### src/rtl/sar_seq_pkg.sv
package sar_seq_pkg;
  localparam int RES_W = 8;
  localparam int BIT_W = $clog2(RES_W);

  typedef struct packed {
    logic             start;
    logic             decide;
    logic [BIT_W-1:0] bitPos;
    logic             finish;
  } seqStrobe_t;
endpackage

### src/rtl/sar_seq_ctrl.sv
module sar_seq_ctrl
  import sar_seq_pkg::*;
#(
  parameter int BASE_DIV = 16,
  parameter int STARTUP  = 6,
  localparam int MAX_HALF = BASE_DIV * 2,
  localparam int HL_W     = $clog2(MAX_HALF + 1)
) (
  input  logic            clk,
  input  logic            rst,
  input  logic [1:0]      divSel,
  input  logic            startPin,
  input  logic            startBit,
  output logic            busy,
  output logic            done,
  output logic            convClk,
  output logic [HL_W-1:0] hLen,
  output seqStrobe_t      stb
);
  localparam int NUM_HALF = 2 * STARTUP + 2 * RES_W + 1;
  localparam int HIDX_W   = $clog2(NUM_HALF);
  localparam int FIRST_DEC = 2 * STARTUP;
  localparam int LAST_DEC  = 2 * STARTUP + 2 * (RES_W - 1);

  logic [HL_W-1:0]   tick;
  logic [HIDX_W-1:0] halfIdx;
  logic              prevPin, prevBit, startReq, halfEnd;
  int                nextHalf;

  assign startReq = (startPin && !prevPin) || (startBit && !prevBit);
  assign halfEnd  = busy && (tick == hLen - HL_W'(1));
  assign convClk  = busy && !halfIdx[0];

  always_comb begin
    nextHalf   = int'(halfIdx) + 1;
    stb.start  = !busy && startReq;
    stb.finish = halfEnd && (int'(halfIdx) == NUM_HALF - 1);
    stb.decide = halfEnd && (nextHalf >= FIRST_DEC) && (nextHalf <= LAST_DEC)
                 && ((nextHalf % 2) == 0);
    stb.bitPos = BIT_W'(RES_W - 1 - (nextHalf - FIRST_DEC) / 2);
  end

  always_ff @(posedge clk) begin
    if (rst) begin
      prevPin <= 1'b1;
      prevBit <= 1'b1;
      busy    <= 1'b0;
      done    <= 1'b0;
      tick    <= '0;
      halfIdx <= '0;
      hLen    <= HL_W'(BASE_DIV / 2);
    end else begin
      prevPin <= startPin;
      prevBit <= startBit;
      done    <= stb.finish;
      if (stb.start) begin
        busy    <= 1'b1;
        tick    <= '0;
        halfIdx <= '0;
        hLen    <= HL_W'((BASE_DIV / 2) * (int'(divSel) + 1));
      end else if (busy) begin
        if (halfEnd) begin
          tick <= '0;
          if (stb.finish) begin
            busy    <= 1'b0;
            halfIdx <= '0;
          end else begin
            halfIdx <= halfIdx + HIDX_W'(1);
          end
        end else begin
          tick <= tick + HL_W'(1);
        end
      end
    end
  end

  p_done_pulse_r3: assert property (@(posedge clk) disable iff (rst)
    done |=> !done);
  p_done_after_busy_r3: assert property (@(posedge clk) disable iff (rst)
    done |-> (!busy || $past(busy)));
  p_no_restart_r5: assert property (@(posedge clk) disable iff (rst)
    (busy && !stb.finish) |=> (busy && !done));
endmodule

### src/rtl/sar_seq_dp.sv
module sar_seq_dp
  import sar_seq_pkg::*;
#(
  parameter int HL_W = 6
) (
  input  logic             clk,
  input  logic             rst,
  input  seqStrobe_t       stb,
  input  logic [HL_W-1:0]  hLen,
  input  logic             cmpIn,
  input  logic             rangeFlag,
  input  logic [1:0]       chanField,
  output logic [RES_W-1:0] trialCode,
  output logic [RES_W-1:0] result,
  output logic             serData,
  output logic             serClk,
  output logic [1:0]       chanSel,
  output logic [3:0]       stepMv
);
  logic [RES_W-1:0] shReg;
  logic [HL_W-1:0]  shLen, shTick;
  logic [BIT_W-1:0] shBit;
  logic             shActive;

  always_ff @(posedge clk) begin
    if (rst) begin
      trialCode <= '0;
      result    <= '0;
    end else if (stb.start) begin
      trialCode <= RES_W'(1) << (RES_W - 1);
    end else begin
      if (stb.decide) begin
        trialCode[stb.bitPos] <= cmpIn;
        if (stb.bitPos != '0) trialCode[stb.bitPos - BIT_W'(1)] <= 1'b1;
      end
      if (stb.finish) result <= trialCode;
    end
  end

  always_ff @(posedge clk) begin
    if (rst) begin
      shActive <= 1'b0;
      shReg    <= '0;
      shLen    <= '0;
      shTick   <= '0;
      shBit    <= '0;
      serData  <= 1'b0;
      serClk   <= 1'b0;
    end else if (stb.finish) begin
      shActive <= 1'b1;
      shReg    <= trialCode;
      shLen    <= hLen;
      shTick   <= '0;
      shBit    <= '0;
      serData  <= trialCode[RES_W-1];
      serClk   <= 1'b0;
    end else if (shActive) begin
      if (shTick == shLen - HL_W'(1)) begin
        shTick <= '0;
        if (!serClk) begin
          serClk <= 1'b1;
        end else begin
          serClk <= 1'b0;
          if (shBit == BIT_W'(RES_W - 1)) begin
            shActive <= 1'b0;
            serData  <= 1'b0;
          end else begin
            shBit   <= shBit + BIT_W'(1);
            shReg   <= shReg << 1;
            serData <= shReg[RES_W-2];
          end
        end
      end else begin
        shTick <= shTick + HL_W'(1);
      end
    end
  end

  always_comb begin
    unique case (chanField)
      2'b10:   chanSel = 2'd2;
      2'b11:   chanSel = 2'd3;
      default: chanSel = 2'd1;
    endcase
    if (chanField == 2'b00) stepMv = rangeFlag ? 4'd2 : 4'd4;
    else                    stepMv = 4'd8;
  end

  p_data_on_fall_r7: assert property (@(posedge clk) disable iff (rst)
    !$stable(serData) |-> !serClk);
  p_chan_valid_r8: assert property (@(posedge clk) disable iff (rst)
    chanSel != 2'd0);
endmodule

### src/rtl/sar_conv_seq.sv
module sar_conv_seq
  import sar_seq_pkg::*;
#(
  parameter int BASE_DIV = 16,
  parameter int STARTUP  = 6
) (
  input  logic             clk,
  input  logic             rst,
  input  logic [1:0]       divSel,
  input  logic             startPin,
  input  logic             startBit,
  input  logic             cmpIn,
  input  logic             rangeFlag,
  input  logic [1:0]       chanField,
  output logic [RES_W-1:0] trialCode,
  output logic [RES_W-1:0] result,
  output logic             busy,
  output logic             done,
  output logic             convClk,
  output logic             serData,
  output logic             serClk,
  output logic [1:0]       chanSel,
  output logic [3:0]       stepMv
);
  localparam int HL_W = $clog2(BASE_DIV * 2 + 1);

  seqStrobe_t      stb;
  logic [HL_W-1:0] hLen;

  sar_seq_ctrl #(.BASE_DIV(BASE_DIV), .STARTUP(STARTUP)) u_ctrl (
    .clk(clk), .rst(rst), .divSel(divSel), .startPin(startPin),
    .startBit(startBit), .busy(busy), .done(done), .convClk(convClk),
    .hLen(hLen), .stb(stb)
  );

  sar_seq_dp #(.HL_W(HL_W)) u_dp (
    .clk(clk), .rst(rst), .stb(stb), .hLen(hLen), .cmpIn(cmpIn),
    .rangeFlag(rangeFlag), .chanField(chanField), .trialCode(trialCode),
    .result(result), .serData(serData), .serClk(serClk),
    .chanSel(chanSel), .stepMv(stepMv)
  );

  p_result_held_r6: assert property (@(posedge clk) disable iff (rst)
    (busy && $past(busy)) |-> $stable(result));
  p_trial_start_r4: assert property (@(posedge clk) disable iff (rst)
    $rose(busy) |-> (trialCode == RES_W'(1) << (RES_W - 1)));
endmodule

### config.mk
export PLATFORM = sky130hd
export DESIGN_NAME = sar_conv_seq
export DESIGN_NICKNAME = d
export VERILOG_FILES = /design/src/rtl/sar_seq_pkg.sv /design/src/rtl/sar_seq_ctrl.sv /design/src/rtl/sar_seq_dp.sv /design/src/rtl/sar_conv_seq.sv
export SDC_FILE = /design/constraint.sdc
export NUM_CORES = 1
export LEC_CHECK = 0
export BUFFER_PORTS_ARGS = -buffer_cell sky130_fd_sc_hd__clkbuf_2
export CAP_MARGIN = 10
export CORE_MARGIN = 2
export CORE_UTILIZATION = 58
export DETAILED_ROUTE_END_ITERATION = 10
export GPL_TIMING_DRIVEN = 0
export PLACE_DENSITY = 0.82
export SETUP_SLACK_MARGIN = 0.4
export SYNTH_ARGS = -nofsm -noshare
export SYNTH_HDL_FRONTEND = slang
export SYNTH_HIERARCHICAL = 1
export SYNTH_SLANG_ARGS = --single-unit
### constraint.sdc
create_clock -name clk -period 3.9 [get_ports clk]
set_input_delay 0.195 -clock clk [delete_from_list [all_inputs] [get_ports clk]]
set_output_delay 0.195 -clock clk [all_outputs]
set_load 0.01 [all_outputs]
Yosys cells after proc, flatten, opt, wreduce, memory -nomap -nowiden
Cells that the tools add are included.
Storage, ports and cells
  bits in registers: 56
  input bits: 10
  logic and storage cells: 112
Operators by class
  $add $sub $neg: 12
  $lt $le $gt $ge: 6
  equality and inequality tests: 7
  multiplexer cells: 34
  bitwise gates (word level): 5
  reductions and logical operators: 31
Operators with widths (number)
  2-to-1 mux 7 bit: 5
  >= comparator 32 x 5 -> 1 bit, second input constant: 1
  less-or-equal comparator 32 x 6 -> 1 bit, second input constant: 1
  zero test 32 bit: 1
  2-to-1 mux 8 bit: 3
  2-to-1 mux 1 bit: 17
  adder 6 x 1 -> 6 bit, second input constant: 2
  equality test 6 bit: 2
  2-to-1 mux 6 bit: 2
  subtractor 6 x 1 -> 6 bit, second input constant: 2
  logical AND 1 bit: 11
  bitwise mux 8 bit: 1
  < comparator 3 x 4 -> 1 bit, second input constant: 2
  OR 8 bit: 1
  AND reduction 4 bit: 2
  nonzero test 2 bit: 4
  subtractor 6 x 4 -> 7 bit, second input constant: 1
  adder 5 x 1 -> 6 bit, second input constant: 1
  demux 1 bit (select 3 bit): 2
  >= comparator 3 x 1 -> 1 bit, second input constant: 2
  AND reduction 2 bit: 3
  adder 5 x 1 -> 5 bit, second input constant: 1
  equality test 5 x 3 -> 1 bit, second input constant: 1
  2-to-1 mux 5 bit: 1
  20 further kinds: 26

Depth between registers and ports, before layout
  depth after elaboration: 14
  depth in mapped cells: 15
  depth with buffers taken out: 14

Cells and area by module
The synthesis kept the hierarchy.
Modules (own cells, without submodules)
  sar_seq_dp: times used 1, cells each 260, area each 2148.3 sq um
  sar_seq_ctrl: times used 1, cells each 121, area each 1038.5 sq um

Least setup slack after synthesis
Ideal clock, no wire load.
  kind: register to register
  start: register u_ctrl.halfIdx[2]
  end: register u_dp.trialCode[0]
  library setup time: 0.070 ns
  arrival: 2.689 ns
  required time: 3.830 ns
  setup slack: 1.141 ns
  cell stages (with the launch flop): 14
  cell sequence: dfxtp_1 > clkbuf_1 > nand3_1 > xnor2_1 > ha_1 > nor3_1 > ha_1 > inv_1 > clkbuf_1 > inv_1 > ha_1 > o2111ai_1 > or2_2 > a21oi_1
RTL lines
  start: declaration: RTL line sar_seq_ctrl.sv:26  | logic [HIDX_W-1:0] halfIdx;
  start signal: assignment: RTL line sar_seq_ctrl.sv:68  | halfIdx <= halfIdx + HIDX_W'(1);
  end signal: assignment: RTL line sar_seq_dp.sv:30  | trialCode <= RES_W'(1) << (RES_W - 1);
  end signal: indexed assignment: RTL line sar_seq_dp.sv:33  | trialCode[stb.bitPos] <= cmpIn;
  end: declaration: RTL line sar_seq_dp.sv:13  | output logic [RES_W-1:0] trialCode,

==> impl_metrics.tcl <==
set metrics [dict create \
    async_flop_share_pct 0 \
    path_max_fanout 10 \
    endpoint "u_dp/trialCode[4]" \
    clkLatencyLatePin_ns 0.34 \
    antennaDiodeCount 0 \
    synth_edf_count 0 \
    synth_mux_area_share_pct 5.73 \
    rows 26 \
    cts_tree "yes" \
    worst_path_max_delay_cell "dfxtp_1" \
    rsz0062_at_grt "no" \
    hold_viol_final 0 \
    routed_via_density 5.49 \
    first_pass_iters 4 \
    slew_viol_final 0 \
    crit_arrival_ns 3.45 \
    synth_top_family_by_area "simple AND/OR/NAND/NOR gates" \
    finalNetCount 455 \
    reg2reg_slack_ns 0.66 \
    yosysTopAreaCellShare_pct 37.1 \
    cts_sinks 59 \
    overflow 0 \
    r2r-start "u_ctrl/halfIdx[0]" \
    crit_type "flop to flop" \
    synth_area_um2 3190 \
    place_congestion 0.843 \
    max_stage_delay_ns 0.52 \
    cts-root-buf "clkbuf_8" \
    io_pins 37 \
    ir_worst_vdd_mv 0.197 \
    antenna_found_initial 0 \
    synth_cell_types 53 \
    grt_usage_pct 23.3 \
    fin_worst_skew_ns 0.0101 \
    critPathTopFamily "adder cells" \
    rr_endpoint "u_dp/trialCode[4]" \
    synth_top_area_cell "dfxtp_1" \
    htree_levels 3 \
    clkSlewWorstSetupHoldPaths_ns 0.07 \
    seqPwrFrac_pct 50.3 \
    cpMostUsedCell "ha_1" \
    grt_max_degree 12 \
    ys_warn_count 6 \
    hp-class "input pin to flop" \
    status "complete, no violations" \
    synth_compound_area_share_pct 14.6 \
    relSlewSlack_pct 58.5 \
    ant_nets 0 \
    cts-hold-fix-buffers 0 \
    synth_ff_type "dfxtp_1" \
    synth_xor_area_share_pct 7.73 \
    start_kind "flop" \
    port_buffers 35 \
    cp.required_ns 4.11 \
    timing.final.ws_setup_ns 0.659 \
    drt_first_iter_violations 151 \
    swShare_pct 24.2 \
    die-area_um2 6100 \
    synth_top_cells_by_area "dfxtp_1 37%, ha_1 6.3%, a21oi_1 6.1%" \
    dp_slack_ns 0.746 \
    dieHeight_um 78.1 \
    area_growth_pct 15.0 \
    die_width_um 78.1 \
    powerDensity_nw_per_um2 337 \
    synthCells 381 \
    rr_worst_depth 11 \
    synthSimpleGateAreaFrac_pct 22.5 \
    cp.depth 11 \
    fin_util_pct 70.4 \
    cts_buffers 9 \
    critPathCaptureType "flop" \
    p_clk_share_pct 43.6 \
    p_sw_mw 0.298 \
    combPwrFrac_pct 6.1 \
    totalWireLength_um 6720 \
    min_period_ns 3.24 \
    first_global_vias 2615 \
    avgRoutedWirePerCell_um 13.3 \
    max_freq_mhz 309 \
    finalCritPeriodShare_pct 83.1 \
    ys_ff_latch 59 \
    vias 2766 \
    path_cells "ha_1 > nand3_1 > xnor2_1 > nor3_1 > ha_1 > ha_1 > xnor2_1 > clkbuf_1 > nor3b_1 > mux2i_1 > a21oi_1" \
    dp.final_hpwl_um 4880 \
    p_int_mw 0.936 \
    start_util_pct 61.2 \
    grt_pass1_wl_um 11400 \
    crit_path_start "u_ctrl/halfIdx[0]" \
    drc 0 \
    report.final.setup_viol 0 \
    core_area_um2 5200 \
    worstMarginPinSlew_ns 0.622 \
    cap_violations 0 \
    ys_seq_area_share_pct 37.1 \
    drive_above_1_share_pct 19.4 \
    p_leak_nw 1.48 \
    path_buf_inv 1 \
    tns_ns 0 \
    synthAdderAreaFrac_pct 6.28 \
    synth_area_per_cell_um2 8.36 \
    ctsLongestPathBuffers 2 \
]
==> cells in the mapped netlist (5+ instances only) <==
library cell and n:
a21oi_1 39, a31oi_1 6, buf_4 5, clkbuf_1 10, dfxtp_1 59, ha_1 16, inv_1 19, mux2i_1 16
nand2_1 41, nand2b_1 8, nand3_1 16, nand4_1 5, nor2_1 30, nor3_1 9, o21ai_0 13, or2_2 7
xnor2_1 9, xor2_1 11
==> worst register-to-register path, cell delays in order, from the launching register on <==
cell and delay, ns:
dfxtp_1 0.52, ha_1 0.34, nand3_1 0.13, xnor2_1 0.34, nor3_1 0.09, ha_1 0.19
ha_1 0.18, xnor2_1 0.24, clkbuf_1 0.36, nor3b_1 0.37, mux2i_1 0.25, a21oi_1 0.09
==> cell type report <==
class,instances,area (µm²)
well taps,70,87.6
multi-input cells,282,1840
inverters,20,75.1
plain buffers,22,115
repair buffers,35,175
fillers,421,1540
clock buffers,9,124
flip-flops and latches,59,1180
clock inverters,7,68.8
==> metal layers <==
metal	track usage (%)	share of wire [%]	vias up
met1	28.7	45	1269
li1	-	-	1408
met5	0	0	-
met4	12.6	2.2	0
met2	38.4	47	73
met3	4.37	5.5	16
==> worst min path at each step <==
stage                     startpoint              to  cells past startpoint
after global placement      startPin  u_ctrl/prevPin                      2
after global routing        startPin  u_ctrl/prevPin                      2
after CTS                   startPin  u_ctrl/prevPin                      2
after floorplan                  rst     u_ctrl/busy                      1
after detailed placement    startPin  u_ctrl/prevPin                      2
final                       startPin  u_ctrl/prevPin                      2
==> power groups by stage <==
stage | sequential (mW) | clock (mW) | combinational (mW)
floorplan | 0.632 | 0 | 0.0520
global placement | 0.634 | 0 | 0.0717
detailed placement | 0.634 | 0 | 0.0741
CTS | 0.620 | 0.545 | 0.0752
global route | 0.621 | 0.572 | 0.0843
finish | 0.621 | 0.538 | 0.0755
==> cell families after synthesis <==
| logic type | after synthesis |
|---|---|
| fa+ha+maj | 16 |
| buf+inv | 42 |
| simple gates | 140 |
| mux | 18 |
| compound gates | 80 |
| xor+xnor | 24 |
| other cells | 2 |
| flops | 59 |
==> registers in the layout, summed over array words and instances, names as in the netlist, 3 cells and up <==
register and cells:
u_ctrl/halfIdx 5, u_dp/result 8, u_dp/trialCode 8, u_dp/shBit 3, u_dp/shTick 6, u_dp/shReg 7
u_ctrl/hLen 3, u_dp/shLen 6, u_ctrl/tick 6
==> cell usage in the layout (no fill, tap or decap), types with 5 or more instances in the layout <==
| master | instances |
|---|---|
| o21ai_0 | 13 |
| nand3_1 | 16 |
| xor2_1 | 11 |
| buf_4 | 5 |
| nand2_1 | 41 |
| nor2_1 | 30 |
| nand2b_1 | 8 |
| ha_1 | 16 |
| inv_1 | 19 |
| clkbuf_2 | 36 |
| clkbuf_1 | 9 |
| a31oi_1 | 6 |
| clkbuf_8 | 9 |
| or2_2 | 7 |
| dfxtp_1 | 59 |
| mux2i_1 | 16 |
| nand4_1 | 5 |
| a21oi_1 | 39 |
| xnor2_1 | 8 |
| nor3_1 | 9 |
==> metrics by stage <==
step | power [mW] | area (µm²) | hold WS (ns) | cells
floorplan | 0.684 | 3190 | 0.264 | 383
global placement | 0.705 | 3460 | 0.399 | 488
detailed placement | 0.708 | 3460 | 0.406 | 488
CTS | 1.24 | 3650 | 0.0458 | 504
global route | 1.28 | 3660 | 0.0659 | 504
finish | 1.23 | 3660 | 0.0575 | 504
==> what timing repair did <==
item	in CTS	in global routing
setup endpoints to repair	0	5
setup buffers	0	0
gates resized for setup	0	4
(Power assumes the default switching activity.)
